### src/rtl/irq_bank_pkg.sv
package irq_bank_pkg;

    localparam int NUM_REGS = 7;

    typedef enum logic [2:0] {
        RG_CTL    = 3'd0,
        RG_CAUSE  = 3'd1,
        RG_MASKED = 3'd2,
        RG_SET    = 3'd3,
        RG_MVAL   = 3'd4,
        RG_MSET   = 3'd5,
        RG_MCLR   = 3'd6,
        RG_NONE   = 3'd7
    } reg_sel_e;

    typedef struct packed {
        logic ctl_wr;
        logic w1c_wr;
        logic set_wr;
        logic mval_wr;
        logic mset_wr;
        logic mclr_wr;
        logic cause_rd;
        logic masked_rd;
    } bus_strobe_t;

    function automatic logic any_mask_write(bus_strobe_t s);
        return s.mval_wr | s.mset_wr | s.mclr_wr;
    endfunction

endpackage

### src/rtl/irq_bank_decode.sv
module irq_bank_decode
    import irq_bank_pkg::*;
#(
    parameter int ADDR_W = 5
) (
    input  logic              sel,
    input  logic              wr,
    input  logic [ADDR_W-1:0] addr,
    output reg_sel_e          rsel,
    output bus_strobe_t       stb
);
    localparam int WORD_W = ADDR_W - 2;

    logic [WORD_W-1:0] word;

    always_comb begin
        word = addr[ADDR_W-1:2];
        rsel = RG_NONE;
        if (addr[1:0] == 2'b00 && int'(word) < NUM_REGS)
            rsel = reg_sel_e'(word[2:0]);
    end

    always_comb begin
        stb = '0;
        if (sel && wr) begin
            case (rsel)
                RG_CTL:    stb.ctl_wr  = 1'b1;
                RG_CAUSE:  stb.w1c_wr  = 1'b1;
                RG_MASKED: stb.w1c_wr  = 1'b1;
                RG_SET:    stb.set_wr  = 1'b1;
                RG_MVAL:   stb.mval_wr = 1'b1;
                RG_MSET:   stb.mset_wr = 1'b1;
                RG_MCLR:   stb.mclr_wr = 1'b1;
                default:   ;
            endcase
        end else if (sel && !wr) begin
            stb.cause_rd  = (rsel == RG_CAUSE);
            stb.masked_rd = (rsel == RG_MASKED);
        end
    end

endmodule

### src/rtl/irq_bank_mask.sv
module irq_bank_mask
    import irq_bank_pkg::*;
#(
    parameter int N = 32
) (
    input  logic        clk,
    input  logic        rst,
    input  bus_strobe_t stb,
    input  logic [N-1:0] wdata,
    output logic [N-1:0] mask_q
);

    always_ff @(posedge clk) begin
        if (rst)
            mask_q <= '0;
        else if (stb.mval_wr)
            mask_q <= wdata;
        else if (stb.mset_wr)
            mask_q <= mask_q | wdata;
        else if (stb.mclr_wr)
            mask_q <= mask_q & ~wdata;
    end

    // set alias forces ones, clear alias forces zeros, otherwise mask holds
    p_mask_set_r7: assert property (@(posedge clk) disable iff (rst)
        stb.mset_wr |=> ((mask_q & $past(wdata)) == $past(wdata)));
    p_mask_clr_r7: assert property (@(posedge clk) disable iff (rst)
        stb.mclr_wr |=> ((mask_q & $past(wdata)) == '0));
    p_mask_hold_r7: assert property (@(posedge clk) disable iff (rst)
        !any_mask_write(stb) |=> $stable(mask_q));

endmodule

### src/rtl/irq_bank_cause.sv
module irq_bank_cause
    import irq_bank_pkg::*;
#(
    parameter int N = 32
) (
    input  logic         clk,
    input  logic         rst,
    input  logic [N-1:0] evt_i,
    input  bus_strobe_t  stb,
    input  logic [N-1:0] wdata,
    input  logic [N-1:0] mask,
    output logic [N-1:0] cause_q,
    output logic [N-1:0] ctl_q
);

    logic [N-1:0] evt_d;
    logic [N-1:0] rise;
    logic [N-1:0] set_v;
    logic [N-1:0] w1c_v;
    logic [N-1:0] cor_v;
    logic [N-1:0] clr_v;

    always_ff @(posedge clk) begin
        if (rst) begin
            evt_d <= '0;
            ctl_q <= '0;
        end else begin
            evt_d <= evt_i;
            if (stb.ctl_wr)
                ctl_q <= wdata;
        end
    end

    always_comb begin
        rise  = evt_i & ~evt_d;
        set_v = rise | (stb.set_wr ? wdata : '0);
        w1c_v = stb.w1c_wr ? (wdata & ~ctl_q) : '0;
        if (stb.cause_rd)
            cor_v = cause_q & ctl_q;
        else if (stb.masked_rd)
            cor_v = cause_q & ~mask & ctl_q;
        else
            cor_v = '0;
        clr_v = w1c_v | cor_v;
    end

    for (genvar i = 0; i < N; i++) begin : g_bit
        always_ff @(posedge clk) begin
            if (rst)
                cause_q[i] <= 1'b0;
            else if (set_v[i])
                cause_q[i] <= 1'b1;
            else if (clr_v[i])
                cause_q[i] <= 1'b0;
        end
    end

    // an edge on an event input leaves the bit set
    p_edge_sets_r2: assert property (@(posedge clk) disable iff (rst)
        (rise != '0) |=> ((cause_q & $past(rise)) == $past(rise)));
    // a forcing write leaves the bits set whatever clear is pending
    p_force_sets_r6: assert property (@(posedge clk) disable iff (rst)
        stb.set_wr |=> ((cause_q & $past(wdata)) == $past(wdata)));
    // a cause bit only falls when a clear was requested for it
    p_fall_needs_clear_r3: assert property (@(posedge clk) disable iff (rst)
        1'b1 |=> ((~cause_q & $past(cause_q) & ~$past(clr_v)) == '0));
    // a write can never clear a bit in clear-on-read style
    p_w1c_spares_cor_r3: assert property (@(posedge clk) disable iff (rst)
        stb.w1c_wr |=> ((~cause_q & $past(cause_q & ctl_q)) == '0));

endmodule

### src/rtl/irq_bank.sv
module irq_bank
    import irq_bank_pkg::*;
#(
    parameter int N      = 32,
    parameter int ADDR_W = 5
) (
    input  logic              clk,
    input  logic              rst,
    input  logic [N-1:0]      evt_i,
    input  logic              bus_sel,
    input  logic              bus_wr,
    input  logic [ADDR_W-1:0] bus_addr,
    input  logic [N-1:0]      bus_wdata,
    output logic [N-1:0]      bus_rdata,
    output logic              irq_o
);

    reg_sel_e     rsel;
    bus_strobe_t  stb;
    logic [N-1:0] cause;
    logic [N-1:0] ctl;
    logic [N-1:0] mask;
    logic [N-1:0] masked;

    irq_bank_decode #(.ADDR_W(ADDR_W)) u_decode (
        .sel  (bus_sel),
        .wr   (bus_wr),
        .addr (bus_addr),
        .rsel (rsel),
        .stb  (stb)
    );

    irq_bank_cause #(.N(N)) u_cause (
        .clk     (clk),
        .rst     (rst),
        .evt_i   (evt_i),
        .stb     (stb),
        .wdata   (bus_wdata),
        .mask    (mask),
        .cause_q (cause),
        .ctl_q   (ctl)
    );

    irq_bank_mask #(.N(N)) u_mask (
        .clk    (clk),
        .rst    (rst),
        .stb    (stb),
        .wdata  (bus_wdata),
        .mask_q (mask)
    );

    assign masked = cause & ~mask;

    always_comb begin
        bus_rdata = '0;
        if (bus_sel && !bus_wr) begin
            case (rsel)
                RG_CTL:    bus_rdata = ctl;
                RG_CAUSE:  bus_rdata = cause;
                RG_MASKED: bus_rdata = masked;
                RG_MVAL:   bus_rdata = mask;
                default:   bus_rdata = '0;
            endcase
        end
    end

    always_ff @(posedge clk) begin
        if (rst)
            irq_o <= 1'b0;
        else
            irq_o <= |masked;
    end

    // the request line trails the unmasked causes by one cycle
    p_irq_lag_r9: assert property (@(posedge clk) disable iff (rst)
        1'b1 |=> (irq_o == $past(|(cause & ~mask))));
    // misaligned accesses read zero
    p_misaligned_zero_r10: assert property (@(posedge clk) disable iff (rst)
        (bus_sel && !bus_wr && bus_addr[1:0] != 2'b00) |-> (bus_rdata == '0));
    // control register holds unless written
    p_ctl_hold_r11: assert property (@(posedge clk) disable iff (rst)
        !(bus_sel && bus_wr && bus_addr == '0) |=> $stable(ctl));

endmodule

### config.mk
export PLATFORM = sky130hd
export DESIGN_NAME = irq_bank
export DESIGN_NICKNAME = d
export VERILOG_FILES = /design/src/rtl/irq_bank_pkg.sv /design/src/rtl/irq_bank_decode.sv /design/src/rtl/irq_bank_mask.sv /design/src/rtl/irq_bank_cause.sv /design/src/rtl/irq_bank.sv
export SDC_FILE = /design/constraint.sdc
export NUM_CORES = 1
export LEC_CHECK = 0
export BUFFER_PORTS_ARGS = -buffer_cell sky130_fd_sc_hd__buf_2
export CAP_MARGIN = 20
export CORE_MARGIN = 2
export CORE_UTILIZATION = 25
export DETAILED_ROUTE_END_ITERATION = 7
export GPL_ROUTABILITY_DRIVEN = 0
export GPL_TIMING_DRIVEN = 1
export HOLD_SLACK_MARGIN = 0.02
export RECOVER_POWER = 100
export SLEW_MARGIN = 30
export SYNTH_ARGS = -nofsm -noshare
export SYNTH_HDL_FRONTEND = slang
export SYNTH_SLANG_ARGS = --single-unit
### constraint.sdc
create_clock -name clk -period 1.6 [get_ports clk]
set_input_delay 0.08 -clock clk [delete_from_list [all_inputs] [get_ports clk]]
set_output_delay 0.08 -clock clk [all_outputs]
set_load 0.005 [all_outputs]
# Word-level counts from Yosys, hierarchy flattened
# Cells that the tools add are included.
# word_totals
in_bits	73
regBits	129
elab_cells	180
out_inout_bits	33
# classes
n_eq_ne	6
muxes	83
order_cmp	1
n_bitwise	13
reduce_logical	41
# ops
cell	count
32-bit 2-to-1 mux	8
32-bit AND	6
32-bit inverter	4
32-bit case mux with 4 select lines	1
32-bit OR	3
1-bit 2-to-1 mux	70
2-bit nonzero test	32
32-bit OR reduction	1
3-bit == test, second input constant	3
3-bit by 2-bit == test with 1-bit output, second input constant	2
6-bit 2-to-1 mux	1
2-bit 2-to-1 mux	2
3-bit by 1-bit == test with 1-bit output, second input constant	1
1-bit logical AND	3
3-bit logical NOT	1
3-bit < comparator, second input constant	1
3-bit 2-to-1 mux	1
3-bit nonzero test	1
2-bit logical NOT	1
2-bit OR reduction	1
1-bit logical NOT	1

# Longest topological paths before layout
# logic_depth
depth_word	11
ltp_mapped	8
ltp_nobuf	4

# Modules after synthesis
# From an unflattened synthesis, not the netlist that was laid out.
# hier_totals
hier_cells	845
hier_area_um2	7056.8
# by_module_without_submodules
module	n_inst	area_each_um2	cells_each	seq_area_each_um2
irq_bank_cause	1	4159.0	443	1921.8
irq_bank	1	1487.7	238	20.0
irq_bank_mask	1	1257.5	143	640.6
irq_bank_decode	1	152.6	21	0.0

# Worst setup path before layout
# Ideal clock, no wire load.
# synth_timing
kind	input -> register
from	input port bus_addr[2]
to	register u_cause.cause_q[17]
setup_time_ns	0.136
required_ns	1.464
path_stages	6
t_arrival_ns	1.339
path_slack_ns	0.125
path_buffers	2
path_cell_list	buf_6 -> or3b_4 -> buf_6 -> or4_1 -> a21oi_1 -> o32ai_1
# synth_between
elab_chain_cells	10
elab_cells_between_ends	20
cone_classes	order compare: 1; eq/ne: 3; mux: 11; bitwise: 2; reduce/logical: 3
# synth_lines
element	line	rtl
start, declared	irq_bank.sv:12	input logic [ADDR_W-1:0] bus_addr,
3-bit < comparator	irq_bank_decode.sv:19	if (addr[1:0] == 2'b00 && int'(word) < NUM_REGS)
1-bit logical AND	irq_bank_decode.sv:19	
3-bit 2-to-1 mux (*)	irq_bank_decode.sv:19	
3-bit by 2-bit == test with 1-bit output or 3-bit by 1-bit == test with 1-bit output (tied branches)	irq_bank_decode.sv:26, irq_bank_decode.sv:38, irq_bank_decode.sv:37	
2-bit OR reduction (no source line) or 2-bit 2-to-1 mux (tied branches)	-	
1-bit 2-to-1 mux or 2-bit 2-to-1 mux (tied branches)	irq_bank_decode.sv:26, irq_bank_decode.sv:25	
6-bit 2-to-1 mux or 32-bit 2-to-1 mux (tied branches)	irq_bank_decode.sv:25, irq_bank_cause.sv:40	
32-bit 2-to-1 mux, on equally long branches	irq_bank_cause.sv:37, irq_bank_cause.sv:38	
32-bit OR	irq_bank_cause.sv:44	clr_v = w1c_v | cor_v;
2-bit nonzero test (no source line)	-	
end signal, assigned by index	irq_bank_cause.sv:50	cause_q[i] <= 1'b0;
end signal, assigned by index	irq_bank_cause.sv:52	cause_q[i] <= 1'b1;
end signal, assigned by index	irq_bank_cause.sv:54	cause_q[i] <= 1'b0;
end, declared	irq_bank_cause.sv:12	output logic [N-1:0] cause_q,
# Every way passes the cells marked *; elsewhere a longest branch is shown, timed or not.
# A chain may end at the register's enable or synchronous reset.

# Final worst setup path
# layout_timing
from	input port bus_addr[4]
to	output port bus_rdata[22]
# layout_between
elab_chain_cells	6
elab_cells_between_ends	9
cone_classes	order compare: 1; eq/ne: 3; mux: 3; reduce/logical: 2
# layout_lines
element	line	rtl
3-bit < comparator	irq_bank_decode.sv:19	
1-bit logical AND	irq_bank_decode.sv:19	
3-bit 2-to-1 mux (*)	irq_bank_decode.sv:19	
3-bit == test, or another cell as far along	irq_bank.sv:57	case (rsel)
32-bit case mux with 4 select lines (*)	irq_bank.sv:57	
32-bit 2-to-1 mux (*)	irq_bank.sv:56	if (bus_sel && !bus_wr) begin
end, declared	irq_bank.sv:14	output logic [N-1:0] bus_rdata,
# Marked as above.

==> summary.txt <==
Remaining DRCs: 0
Min-Delay Path Class: in2reg
Cell Chain, Critical Path: buf_6 > or3b_4 > buf_4 > buf_12 > nor3_2 > o21ai_1 > a21oi_1 > buf_2
Area contributors post-synth: dfxtp_1 (38%), a21oi_1 (9.0%), nor2b_1 (6.7%)
Synth top area share: 0.3795
Vias in the first global route: 6,971
Final hold violation count: 0
Max clock buf depth: 2
Startpoint types: input port
Synth warn: 0
Core ar.: 26,880 sq um
Post-DP HPWL: 17,100 microns
Total wire length: 25,080 microns
Final Slew Violations: 0
Register area share after synthesis: 0.3795
Final setup skew: 0.007605 ns
DRT antenna net count: 0
Clock latency on the worst-skew pair: 0.42 ns
Net Count, Synth: 918
Post-route non-filler standard cell count: 1,392
PD cells: 914.5 nW/um^2
Period utilization: 0.9811
Worst endpoint data arrival time: 1.49 ns
GRT Util Overall: 0.1748
Setup slack after layout: 0.03016 ns
NumNets Final: 1,107
IO Pins: 106
Largest net degree at the start of global routing: 43
Setup WS pre-CTS: -0.07935 ns
Worst-path fanout max: 10
Max Fclk: 637.0 MHz
Post-DP Area: 8044 sq um
Unique masters post-synth: 43
Clock Root Buffer: clkbuf_16
Initial drt markers: 665
Full die area: 28,560 sq um
Post-synth top area cell: dfxtp_1
Least-Margin Pin Slew: 0.6865 ns
Synthesized area per cell: 8.054 sq um
I/O Buffers: 105
Max stage delay on crit path: 0.44 ns
# rows: 60
Total grt overflow: 0
Post-Syn Area: 6805 sq um
Status: finished clean
First-pass DRT Iterations: 5
Most frequent cell after synthesis: dfxtp_1
Die Wd: 169.0 microns
Design area: 9492 sq um
Starting Density: 0.2532
Clk slew on worst S/H paths: 0.06 ns
Die Ht: 169.0 microns
Average routed wire per standard cell: 18.02 microns
FF+latch count, synth: 129
Slew HR: 0.5423
Pleak: 3.454 nW
Max-cap violations: 0
Crit. End Element: output pin
Cell total after placement: 1,284
Drt via density: 5.202
Required time of the critical path: 1.52 ns
Post-Syn Instances: 845
Top_reg_cell synth: dfxtp_1
CTS tree: built
Initial antenna violation count: 4
Share of cells above drive strength 1: 0.2483
H-tree depth: 4
Setup TNS: 0 ns
Final Util: 0.3532
Top post-synthesis cells by count: dfxtp_1 (129), a21oi_1 (122), nand2_1 (104)
Peak supply drop: 0.6791 mV
Post-layout min period: 1.570 ns
Number of flops mapped to enable cells by yosys: 0
Syn-to-layout area delta: 39.47%
Worst path slowest cell: or3b_4
Critical path type: in2out
CTS Buf Count: 17
TritonCTS Sinks: 129
Final setup fails: 0
Post-synth ARST share: 0
Via count: 7,241
First-pass GRT wire length: 39,040 microns
==> layout make-up <==
type                    instances  area (sq um)
clock inverters                13         185.2
well taps                     341         426.7
inverters                      11         41.29
diodes                          4         10.01
repair buffers                245          1872
clock buffers                  19         452.9
multi-input cells             630          3921
fillers                      2810         17380
flip-flops and latches        129          2582
==> per-layer routing <==
layer,track usage,up-vias,share of wire
li1,-,3469,-
met1,0.2356,3428,0.44
met2,0.2714,310,0.45
met3,0.04793,34,0.086
met4,0.05500,0,0.017
met5,0,-,0
==> power breakdown <==
group / switching (mW) / internal [mW] / total, mW
sequential: 0.0853 / 3.35 / 3.44
combinational: 0.546 / 0.475 / 1.02
clock: 1.54 / 2.69 / 4.22
total: 2.17 / 6.51 / 8.68
==> logic make-up (layout without fill, tap and decap cells) <==
logic type             Yosys count  count (layout)  share of synthesized area
AND/OR/NAND/NOR                310             310                     0.2659
other                            0               4                          0
XOR/XNOR                         1               1                   0.001287
AO/OA/AOI/OAI                  319             319                     0.2945
buffers and inverters           86             288                    0.05884
flip-flops                     129             129                     0.3795
==> critical path, delay by kind of cell <==
family          cells  cell delay [ns]
buf+inv             4             0.55
simple gates        2             0.53
compound gates      2             0.31
==> placed cells by master, fill, tap and decap left out, drive strengths merged, types with 32 or more instances in the layout <==
master and n:
nor2b 73, nand2b 35, a21oi 122, nor3 41, o21ai 64, a22oi 32, nand2 104, dfxtp 129
clkbuf 34, a22o 32, dlygate4sd3 65, buf 165
==> metrics by stage <==
| step | power, mW | hold slack [ns] |
|---|---|---|
| 2_1_floorplan | 3.954 | 0.2082 |
| 5_1_grt | 8.993 | 0.2476 |
| 3_3_place_gp | 4.343 | 0.3011 |
| 6_report | 8.680 | 0.2216 |
| 3_5_place_dp | 4.359 | 0.3054 |
| 4_1_cts | 8.709 | 0.2680 |
==> path summary, 6_finish.rpt <==
path              depth (start not counted)           startpoint  slack [ns]                   to
hold reg to reg                           2  u_cause.cause_q[18]        0.49  u_cause.cause_q[18]
setup / recovery                          8          bus_addr[4]        0.03        bus_rdata[22]
hold / removal                            4          bus_addr[4]        0.22  u_cause.cause_q[29]
setup reg to reg                          5             register        0.16                irq_o
==> repair_timing <==
item,CTS,global route
cloned,0,0
gates resized for setup,14,30
buffers inserted,0,7
hold endpoints to repair,111,0
hold buffers,65,0
pin swaps,2,11
setup endpoints to repair,19,33
No activity file was read; power rests on OpenSTA's default activity.
